<file path="src/rtl/pcat_sysctl_pkg.sv">
package pcat_sysctl_pkg;
   // control nibble bit positions (software visible)
   localparam int CB_T2GATE = 0;
   localparam int CB_SPKEN  = 1;
   localparam int CB_PAREN  = 2;
   localparam int CB_CHKEN  = 3;
   // status nibble bit positions
   localparam int SB_TGL    = 4;
   localparam int SB_T2OUT  = 5;
   localparam int SB_CHK    = 6;
   localparam int SB_PAR    = 7;
   // mask port bit position
   localparam int MB_NMIDIS = 7;
   localparam int NSRC      = 2;   // index 0 = parity, 1 = channel check

   typedef struct packed {
      logic chk_en;
      logic par_en;
      logic spk_en;
      logic t2_gate;
   } ctrl_t;
endpackage

</file>
<file path="src/rtl/sysctl_portb_regs.sv">
module sysctl_portb_regs
   import pcat_sysctl_pkg::*;
(
   input  logic             clk,
   input  logic             rst_n,
   input  logic             wr_en,
   input  ctrl_t            wr_ctrl,
   input  logic [NSRC-1:0]  src_evt,
   input  logic             refresh_tick,
   output ctrl_t            ctrl,
   output logic [NSRC-1:0]  src_flag,
   output logic             refresh_tgl
);
   logic [NSRC-1:0] clr_req;

   assign clr_req = {wr_ctrl.chk_en, wr_ctrl.par_en};

   always_ff @(posedge clk) begin
      if (!rst_n)      ctrl <= '0;
      else if (wr_en)  ctrl <= wr_ctrl;
   end

   always_ff @(posedge clk) begin
      if (!rst_n)            refresh_tgl <= 1'b0;
      else if (refresh_tick) refresh_tgl <= ~refresh_tgl;
   end

   for (genvar g = 0; g < NSRC; g++) begin : g_src
      always_ff @(posedge clk) begin
         if (!rst_n)                       src_flag[g] <= 1'b0;
         else if (src_evt[g])              src_flag[g] <= 1'b1;  // event beats clear
         else if (wr_en && clr_req[g])     src_flag[g] <= 1'b0;
      end

      p_flag_set_r5: assert property (@(posedge clk) disable iff (!rst_n)
         src_evt[g] |=> src_flag[g]);
      p_flag_hold_r6: assert property (@(posedge clk) disable iff (!rst_n)
         (!src_evt[g] && !(wr_en && clr_req[g])) |=> $stable(src_flag[g]));
   end

   p_ctrl_hold_r10: assert property (@(posedge clk) disable iff (!rst_n)
      !wr_en |=> $stable(ctrl));
   p_tgl_flip_r7: assert property (@(posedge clk) disable iff (!rst_n)
      refresh_tick |=> (refresh_tgl != $past(refresh_tgl)));
   p_tgl_hold_r7: assert property (@(posedge clk) disable iff (!rst_n)
      !refresh_tick |=> $stable(refresh_tgl));
endmodule

</file>
<file path="src/rtl/sysctl_nmi_gate.sv">
module sysctl_nmi_gate
   import pcat_sysctl_pkg::*;
#(
   parameter bit REG_OUT = 1'b0
)(
   input  logic             clk,
   input  logic             rst_n,
   input  logic             mask_wr,
   input  logic             mask_val,
   input  logic [NSRC-1:0]  src_flag,
   input  logic [NSRC-1:0]  src_en,
   output logic             nmi_dis,
   output logic             nmi_out
);
   logic nmi_req;

   always_ff @(posedge clk) begin
      if (!rst_n)       nmi_dis <= 1'b1;
      else if (mask_wr) nmi_dis <= mask_val;
   end

   assign nmi_req = !nmi_dis && |(src_flag & src_en);

   if (REG_OUT) begin : g_reg
      always_ff @(posedge clk) begin
         if (!rst_n) nmi_out <= 1'b0;
         else        nmi_out <= nmi_req;
      end
   end else begin : g_comb
      assign nmi_out = nmi_req;
   end

   p_master_block_r8: assert property (@(posedge clk) disable iff (!rst_n)
      (nmi_dis && $past(nmi_dis)) |-> !nmi_out);
   p_mask_hold_r9: assert property (@(posedge clk) disable iff (!rst_n)
      !mask_wr |=> $stable(nmi_dis));
endmodule

</file>
<file path="src/rtl/pcat_sysctl.sv">
module pcat_sysctl
   import pcat_sysctl_pkg::*;
#(
   parameter int          ADDR_W      = 10,
   parameter logic [15:0] CTRL_ADDR   = 16'h0061,
   parameter logic [15:0] MASK_ADDR   = 16'h0070,
   parameter bit          NMI_REG_OUT = 1'b0
)(
   input  logic              clk,
   input  logic              rst_n,
   input  logic [ADDR_W-1:0] io_addr,
   input  logic              io_wr,
   input  logic [7:0]        io_wdata,
   output logic [7:0]        io_rdata,
   input  logic              tmr2_out,
   input  logic              parity_evt,
   input  logic              chan_evt,
   input  logic              refresh_tick,
   output logic              tmr2_gate,
   output logic              spk_out,
   output logic              nmi_out
);
   localparam logic [ADDR_W-1:0] A_CTRL = CTRL_ADDR[ADDR_W-1:0];
   localparam logic [ADDR_W-1:0] A_MASK = MASK_ADDR[ADDR_W-1:0];

   if (ADDR_W < 7 || ADDR_W > 16) begin : g_bad_width
      $error("pcat_sysctl: ADDR_W must lie in 7..16");
   end
   if (A_CTRL == A_MASK) begin : g_bad_map
      $error("pcat_sysctl: control and mask ports overlap");
   end

   logic             hit_ctrl, hit_mask;
   ctrl_t            ctrl;
   logic [NSRC-1:0]  src_flag;
   logic             refresh_tgl;
   logic             nmi_dis;

   assign hit_ctrl = (io_addr == A_CTRL);
   assign hit_mask = (io_addr == A_MASK);

   sysctl_portb_regs u_regs (
      .clk          (clk),
      .rst_n        (rst_n),
      .wr_en        (io_wr && hit_ctrl),
      .wr_ctrl      (ctrl_t'(io_wdata[3:0])),
      .src_evt      ({chan_evt, parity_evt}),
      .refresh_tick (refresh_tick),
      .ctrl         (ctrl),
      .src_flag     (src_flag),
      .refresh_tgl  (refresh_tgl)
   );

   sysctl_nmi_gate #(.REG_OUT(NMI_REG_OUT)) u_nmi (
      .clk      (clk),
      .rst_n    (rst_n),
      .mask_wr  (io_wr && hit_mask),
      .mask_val (io_wdata[MB_NMIDIS]),
      .src_flag (src_flag),
      .src_en   ({ctrl.chk_en, ctrl.par_en}),
      .nmi_dis  (nmi_dis),
      .nmi_out  (nmi_out)
   );

   assign tmr2_gate = ctrl.t2_gate;
   assign spk_out   = tmr2_out & ctrl.spk_en;

   always_comb begin
      io_rdata = '0;
      if (hit_ctrl) begin
         io_rdata[3:0]    = ctrl;
         io_rdata[SB_TGL]   = refresh_tgl;
         io_rdata[SB_T2OUT] = tmr2_out;
         io_rdata[SB_CHK]   = src_flag[1];
         io_rdata[SB_PAR]   = src_flag[0];
      end else if (hit_mask) begin
         io_rdata[MB_NMIDIS] = nmi_dis;
      end
   end

   p_spk_gate_r4: assert property (@(posedge clk) disable iff (!rst_n)
      !ctrl.spk_en |-> !spk_out);
   p_nmi_needs_flag_r8: assert property (@(posedge clk) disable iff (!rst_n)
      (src_flag == '0 && $past(src_flag) == '0) |-> !nmi_out);
endmodule

</file>
<file path="config.mk">
export PLATFORM = sky130hd
export DESIGN_NAME = pcat_sysctl
export DESIGN_NICKNAME = d
export VERILOG_FILES = /design/src/rtl/pcat_sysctl_pkg.sv /design/src/rtl/sysctl_portb_regs.sv /design/src/rtl/sysctl_nmi_gate.sv /design/src/rtl/pcat_sysctl.sv
export SDC_FILE = /design/constraint.sdc
export NUM_CORES = 1
export LEC_CHECK = 0
export CORE_MARGIN = 3
export CORE_UTILIZATION = 28
export CTS_CLUSTER_SIZE = 30
export DETAILED_ROUTE_END_ITERATION = 10
export GPL_TIMING_DRIVEN = 0
export PLACE_DENSITY = 0.74
export SYNTH_ARGS = -nofsm -noshare
export SYNTH_HDL_FRONTEND = slang
export SYNTH_SLANG_ARGS = --single-unit
</file>
<file path="constraint.sdc">
create_clock -name clk -period 1.7 [get_ports clk]
set_input_delay 0.34 -clock clk [delete_from_list [all_inputs] [get_ports clk]]
set_output_delay 0.34 -clock clk [all_outputs]
set_load 0.02 [all_outputs]
</file>
==> flow_summary.json, run 1 <==
{
  "status": "finished with violations",
  "violations": "setup timing",
  "ys_ff_latch": 8,
  "p_sw_share_pct": 22.4,
  "yosysMostFrequentCell": "sky130_fd_sc_hd__and2_1",
  "netlist_area_um2": 460,
  "synth.top_cells.by_area": "sky130_fd_sc_hd__dfxtp_1 35%, sky130_fd_sc_hd__and2_1 12%, sky130_fd_sc_hd__mux2i_1 11%, sky130_fd_sc_hd__nand2_1 6.5%, sky130_fd_sc_hd__nor4_4 4.6%",
  "vdd_ir_drop_max_uv": 420,
  "internal_power_mw": 0.334,
  "final.period_utilization_pct": 113,
  "cts-buffers-inserted": 3,
  "seq_area_frac_synth_pct": 34.8,
  "worst_slew_pin_slew_ns": 0.396,
  "gp_congestion": 0.743,
  "worst_hold_slack_ns": 0.475,
  "number_of_nets_with_antenna_violations_after_routing": 0,
  "synthesis.nets": 78,
  "power_per_cell_area_nw_per_um2": 439,
  "clock_sinks": 8,
  "ys_async_sr_fraction_pct": 0,
  "post_drt_wl_per_cell_um": 12.0,
  "diodes_inserted": 0,
  "postSynth.topFlopCell": "sky130_fd_sc_hd__dfxtp_1",
  "ctsHtreeMaxLevel": 1,
  "setup_viol_count_final": 9,
  "min_period_ns": 1.92,
  "grt_pass1_wl_um": 2100,
  "synth.lib_cells_used.distinct": 20,
  "placement_rows": 14,
  "fin_worst_skew_ns": 0,
  "post-dp-hpwl_um": 1000,
  "rr_worst_depth": 2,
  "max-clock-path-buffers": 2,
  "maxSlewViolCount": 0,
  "cp.arrival_ns": 1.58,
  "yosysTopAreaCellShare_pct": 34.8,
  "globalRouteOverflowTotal": 0,
  "cts_tree": "done",
  "power.combinational.fraction_pct": 21.4,
  "design.core.area_um2": 1520,
  "critPathKind": "input port to output port",
  "fin_tns_setup_ns": -1.56,
  "setup.worst_path.end_class": "output port",
  "synthDominantAreaCellType": "sky130_fd_sc_hd__dfxtp_1",
  "post_syn_instances": 53,
  "syn-mean-instance-area_um2": 8.69,
  "cap_violations": 0,
  "clkLatencyLatePin_ns": 0.25,
  "fin_nets": 124,
  "initial_utilization_pct": 30.2,
  "yosys.area_share.adder_pct": 0,
  "hold_violations": 0,
  "power.switching_mw": 0.0962,
  "clkPwrFrac_pct": 32.7,
  "die_area_um2": 2170,
  "drt_wl_total_um": 1360,
  "worst_ep_required_time_ns": 1.36,
  "yosys-top-cells-count": "9 x sky130_fd_sc_hd__and2_1, 8 x sky130_fd_sc_hd__dfxtp_1, 8 x sky130_fd_sc_hd__nand2_1",
  "grt_antenna_before_repair": 0,
  "detailedRoute.firstPassIterationCount": 3,
  "synth_edf_count": 0,
  "layout_cells_sized_above_1_pct": 40.2,
  "min-delay-path-class": "register to register",
  "max_clock_freq_ghz": 0.522,
  "dr.first_iter.drc_count": 1,
  "synth_xor_area_share_pct": 1.90,
  "max_slew_margin_pct": 73.6,
  "first_global_vias": 544,
  "hold_depth": 2,
  "ff2ff_setup_slack_ns": 0.98,
  "largest_net_degree_at_the_start_of_global_routing": 11,
  "cell_at_the_root_of_the_clock_tree": "sky130_fd_sc_hd__clkbuf_4",
  "post_synth_mux_area_share_pct": 10.9,
  "path_max_fanout": 3,
  "synth-compound-area-share_pct": 8.42,
  "routed-via-count": 533,
  "ios": 36,
  "final.setup.worst_slack_ns": -0.217,
  "die_width_um": 46.6,
  "n_fill_cell": 137,
  "power_leakage_nw": 0.445,
  "share_seq_of_total_power_pct": 46.0,
  "timing.critical_path.from_type": "input port",
  "synthToLayoutAreaGrowth_pct": 112,
  "overall_track_demand_over_capacity_in_global_routing_pct": 13.6,
  "placement.io_buffers": 32,
  "ys_warn_count": 0,
  "largest_family_of_logic_cells_by_synthesized_area": "simple AND/OR/NAND/NOR gates",
  "clock_slew_seen_by_the_registers_of_the_worst_setup_and_hold_paths_ns": 0.05,
  "grt_setup_unrepaired": "yes",
  "yosys.area_share.simple_pct": 39.9,
  "drcViolationCount": 0,
  "detail_route.vias_per_cell": 4.72,
  "chipHeight_um": 46.6
}
-- critical path, stage by stage --
cell and delay, ns:
sky130_fd_sc_hd__buf_6 0.09, sky130_fd_sc_hd__or4b_4 0.55, sky130_fd_sc_hd__nor3_4 0.20, sky130_fd_sc_hd__buf_4 0.15, sky130_fd_sc_hd__and2_2 0.14, sky130_fd_sc_hd__buf_6 0.11
-- per-layer routing --
layer | up-vias | wire length [um] | GRT usage (%)
met4 | 0 | 0 | 5.11
met5 | - | 0 | 0
met2 | 22 | 665 | 24.2
met3 | 0 | 141 | 3.91
met1 | 238 | 549 | 14.9
li1 | 273 | - | -
-- layout make-up --
type                            count  area [um^2]  area share (%)
Tap cell                           16         20.0            2.05
Clock buffer                        3         22.5            2.30
Timing Repair Buffer               41          390            39.9
Multi-Input combinational cell     40          367            37.5
Sequential cell                     8          160            16.4
Buffer                              1         3.75           0.384
Inverter                            4         15.0            1.53
-- metrics by stage --
step	utilization (%)	total power, mW	instances	worst slack [ns]	area [um^2]
finish	64.2	0.430	113	-0.217	978
global route	64.2	0.451	113	-0.278	978
CTS	61.2	0.430	111	-0.259	933
global placement	54.2	0.280	101	-1.06	826
floorplan	-	0.227	53	-0.00664	485
detailed placement	54.2	0.282	101	-1.05	826
-- power by group through the flow --
stage	Combinational [mW]	Sequential (mW)	Clock, mW
after floorplan	0.0262	0.200	0
after global placement	0.0786	0.201	0
after detailed placement	0.0807	0.201	0
after CTS	0.0870	0.198	0.145
after global routing	0.0980	0.198	0.154
final	0.0918	0.198	0.140
-- cell usage in the layout, fill, tap and decap left out --
cell type	synthesis	layout
sky130_fd_sc_hd__xor2_1	1	1
sky130_fd_sc_hd__or2_4	0	1
sky130_fd_sc_hd__inv_1	4	4
sky130_fd_sc_hd__and2_1	9	2
sky130_fd_sc_hd__buf_2	0	2
sky130_fd_sc_hd__nand4bb_4	0	1
sky130_fd_sc_hd__clkbuf_1	1	1
sky130_fd_sc_hd__a31oi_1	2	2
sky130_fd_sc_hd__nor4bb_4	0	1
sky130_fd_sc_hd__and2_2	0	3
sky130_fd_sc_hd__o21ai_0	2	2
sky130_fd_sc_hd__dfxtp_1	8	8
sky130_fd_sc_hd__nor3_4	0	1
sky130_fd_sc_hd__or4b_4	1	1
sky130_fd_sc_hd__clkdlybuf4s50_1	0	12
sky130_fd_sc_hd__nor2b_1	2	2
sky130_fd_sc_hd__nor2_1	1	1
sky130_fd_sc_hd__dlygate4sd2_1	0	6
sky130_fd_sc_hd__a22oi_1	1	1
sky130_fd_sc_hd__and2_4	0	4
sky130_fd_sc_hd__a2bb2oi_2	0	1
sky130_fd_sc_hd__dlymetal6s2s_1	0	2
sky130_fd_sc_hd__mux2i_1	5	5
sky130_fd_sc_hd__clkbuf_4	0	3
sky130_fd_sc_hd__nand2_1	8	8
sky130_fd_sc_hd__nor4b_4	0	1
sky130_fd_sc_hd__clkdlybuf4s15_1	0	1
sky130_fd_sc_hd__nor3_2	0	1
sky130_fd_sc_hd__buf_4	0	8
sky130_fd_sc_hd__buf_6	0	10
sky130_fd_sc_hd__nor4_4	1	1
-- flip-flops by register name, indices dropped and copies added (netlist names) --
signal	flops
u_regs.refresh_tgl	1
u_regs.ctrl	4
u_regs.src_flag	2
u_nmi.nmi_dis	1
-- cell families after synthesis --
group | Yosys count
flip-flops | 8
buffers and inverters | 5
multiplexers | 5
AND/OR/NAND/NOR | 28
XOR/XNOR | 1
AO/OA/AOI/OAI | 6
-- path summary, 6_finish.rpt --
path,start,endpoint
worst min-delay path,u_regs.ctrl[1],u_regs.ctrl[1]
worst max register to register,u_regs.refresh_tgl,u_regs.refresh_tgl
worst min register to register,u_regs.ctrl[1],u_regs.ctrl[1]
worst max-delay path,io_addr[8],io_rdata[6]
-- repair_timing --
action,4_1_cts,5_1_grt
gates resized for setup,75,6
setup endpoints to repair,17,14
buffers inserted,7,2
pin swaps,8,4
hold buffers,0,0
Note: power is estimated with default switching activity, not from simulation.
==> run 2: changes to the inputs <==
--- a/config.mk
+++ b/config.mk
@@ -6,11 +6,11 @@
 export NUM_CORES = 1
 export LEC_CHECK = 0
 export CORE_MARGIN = 3
-export CORE_UTILIZATION = 28
+export CORE_UTILIZATION = 31
 export CTS_CLUSTER_SIZE = 30
 export DETAILED_ROUTE_END_ITERATION = 10
-export GPL_TIMING_DRIVEN = 0
-export PLACE_DENSITY = 0.74
+export GPL_TIMING_DRIVEN = 1
+export PLACE_DENSITY = 0.78
 export SYNTH_ARGS = -nofsm -noshare
 export SYNTH_HDL_FRONTEND = slang
 export SYNTH_SLANG_ARGS = --single-unit
==> constraint.sdc (replaced) <==
create_clock -name clk -period 1.9 [get_ports clk]
set_input_delay 0.38 -clock clk [delete_from_list [all_inputs] [get_ports clk]]
set_output_delay 0.38 -clock clk [all_outputs]
set_load 0.02 [all_outputs]
==> flow_summary.json, run 2 (synthesis gave the netlist of run 1 again) <==
{
  "cpLargestDelayFamily": "simple AND/OR/NAND/NOR gates",
  "hold_path.startpoint": "u_regs.ctrl[1]",
  "design.core.area_um2": 1350,
  "first_global_vias": 479,
  "drt_wl_total_um": 1290,
  "gp_congestion": 0.716,
  "die_area_um2": 1980,
  "ctsHtreeMaxLevel": 1,
  "clkPwrFrac_pct": 33.4,
  "cts_tree": "done",
  "violations": "setup timing",
  "setup_viol_count_final": 5,
  "grt_pass1_wl_um": 1990,
  "setup.worst_path.end_class": "output port",
  "fin_nets": 119,
  "drcViolationCount": 0,
  "clkLatencyLatePin_ns": 0.25,
  "crit_path_max_incr_delay_ns": 0.55,
  "crit_buf_inv": 3,
  "post-place-ws_ns": -0.936,
  "min_period_ns": 1.94,
  "max-clock-path-buffers": 2,
  "globalRouteOverflowTotal": 0,
  "critPathKind": "input port to output port",
  "post-dp-hpwl_um": 1040,
  "grt_setup_unrepaired": "yes",
  "power.combinational.fraction_pct": 20.0,
  "share_seq_of_total_power_pct": 46.6,
  "dr.first_iter.drc_count": 3,
  "critPathSlowestCell": "sky130_fd_sc_hd__or4b_4",
  "detail_route.vias_per_cell": 4.86,
  "cts-hold-fix-buffers": 0,
  "worstReg2RegStart": "u_regs.refresh_tgl",
  "ios": 36,
  "regToRegEndpoint": "u_regs.refresh_tgl",
  "multiInputGateArea_um2": 344,
  "routed-via-count": 520,
  "power_leakage_nw": 0.417,
  "initial_utilization_pct": 34.1,
  "cell_at_the_root_of_the_clock_tree": "sky130_fd_sc_hd__clkbuf_4",
  "critical_path.most_common_cell": "sky130_fd_sc_hd__buf_6",
  "worst_slew_pin_slew_ns": 0.382,
  "post_drt_wl_per_cell_um": 12.1,
  "maxSlewViolCount": 0,
  "worstSetupEndpoint": "io_rdata[2]",
  "fin_worst_skew_ns": 0,
  "n_fill_cell": 99,
  "number_of_nets_with_antenna_violations_after_routing": 0,
  "worst_hold_slack_ns": 0.473,
  "min-delay-path-class": "register to register",
  "final.setup.worst_slack_ns": -0.0427,
  "largest-register": "u_regs.ctrl",
  "power_per_cell_area_nw_per_um2": 412,
  "max_reg_flops": 4,
  "internal_power_mw": 0.296,
  "critical_path.cell_chain": "buf_6, or4b_4, nor3_4, buf_6, and2_4, buf_6",
  "die_width_um": 44.5,
  "grt_antenna_before_repair": 0,
  "layout_cells_sized_above_1_pct": 33.7,
  "chipHeight_um": 44.5,
  "finish.utilization_pct": 68.3,
  "largest_net_degree_at_the_start_of_global_routing": 14,
  "cap_violations": 0,
  "final_common_cell": "sky130_fd_sc_hd__clkdlybuf4s50_1",
  "power.switching_mw": 0.0844,
  "clock_slew_seen_by_the_registers_of_the_worst_setup_and_hold_paths_ns": 0.05,
  "p_sw_share_pct": 22.2,
  "mostFrequentLayoutCells": "13 x sky130_fd_sc_hd__clkdlybuf4s50_1, 9 x sky130_fd_sc_hd__buf_6, 8 x sky130_fd_sc_hd__nand2_1, 8 x sky130_fd_sc_hd__dfxtp_1",
  "rr_worst_depth": 2,
  "overall_track_demand_over_capacity_in_global_routing_pct": 14.0,
  "worst_ep_required_time_ns": 1.52,
  "path_max_fanout": 5,
  "final-seq-area_um2": 160,
  "placement.io_buffers": 32,
  "status": "finished with violations",
  "final.period_utilization_pct": 102,
  "timing.critical_path.from_type": "input port",
  "vdd_ir_drop_max_uv": 328,
  "cp.arrival_ns": 1.56,
  "hold_violations": 0,
  "clock_sinks": 8,
  "cts-buffers-inserted": 3,
  "detailedRoute.firstPassIterationCount": 2,
  "synthToLayoutAreaGrowth_pct": 100,
  "worstSetupPathDepth": 6,
  "fin_tns_setup_ns": -0.197,
  "ff2ff_setup_slack_ns": 1.18,
  "reg_top3": "u_regs.ctrl: 4 flops, u_regs.src_flag: 2 flops",
  "max_slew_margin_pct": 74.5,
  "max_clock_freq_ghz": 0.515,
  "placement_rows": 13,
  "worstSetupStartpoint": "io_addr[8]",
  "diodes_inserted": 0
}
run 2: cell types whose count changed in the layout (fill, tap and decap cells not counted), moves of 2 or more:
cell,previous run,this run
sky130_fd_sc_hd__dlygate4sd2_1,6,4
sky130_fd_sc_hd__buf_4,8,5
sky130_fd_sc_hd__and2_2,3,0
sky130_fd_sc_hd__and2_1,2,4
run 2: what timing repair did:
action / CTS / global route
resized for setup: 77 / 3
buffers inserted: 1 / 1
setup endpoints to repair: 10 / 8
pin swaps: 7 / 3
run 2: per-layer routing:
metal  global-route usage (%)  part of all wire, %  wire length (um)  vias up
li1                         -                    -                 -      263
met1                     13.9                   36               461      233
met2                     24.6                   53               683       22
met3                     3.25                  9.4               121        2
met4                     10.8                  1.8                23        0
met5                        0                    0                 0        -
run 2: final cells by class:
| type | count | share of cell area, % |
|---|---|---|
| sequential | 8 | 17.4 |
| timing repair buffer | 37 | 39.2 |
| multi-input combinational | 40 | 37.3 |
| clock buffer | 3 | 2.44 |
| inverter | 4 | 1.63 |
| tap | 15 | 2.04 |
run 2: power groups by stage:
stage	sequential (mW)	clock [mW]	combinational (mW)
global route	0.177	0.140	0.0827
finish	0.177	0.127	0.0760
global placement	0.180	0	0.0711
floorplan	0.179	0	0.0222
detailed placement	0.180	0	0.0725
CTS	0.177	0.131	0.0772
run 2: worst min-delay path by stage:
stage                                 to  slack, ns  cells past startpoint
after floorplan           u_regs.ctrl[1]       0.44                      2
after global placement    u_regs.ctrl[1]       0.46                      2
after detailed placement  u_regs.ctrl[1]       0.46                      2
after CTS                 u_regs.ctrl[1]       0.47                      2
after global routing      u_regs.ctrl[1]       0.50                      2
final                     u_regs.ctrl[1]       0.47                      2
run 2: worst register-to-register path, cell delays in order, from the launching register on:
cell	delay, ns
sky130_fd_sc_hd__dfxtp_1	0.32
sky130_fd_sc_hd__xor2_1	0.16
sky130_fd_sc_hd__and2_1	0.15
run 2: through the flow:
step	cell area [um^2]	cells	power (mW)
after floorplan	465	53	0.201
after global placement	823	102	0.251
after detailed placement	823	102	0.252
after CTS	907	106	0.385
after global routing	922	107	0.400
final	922	107	0.380
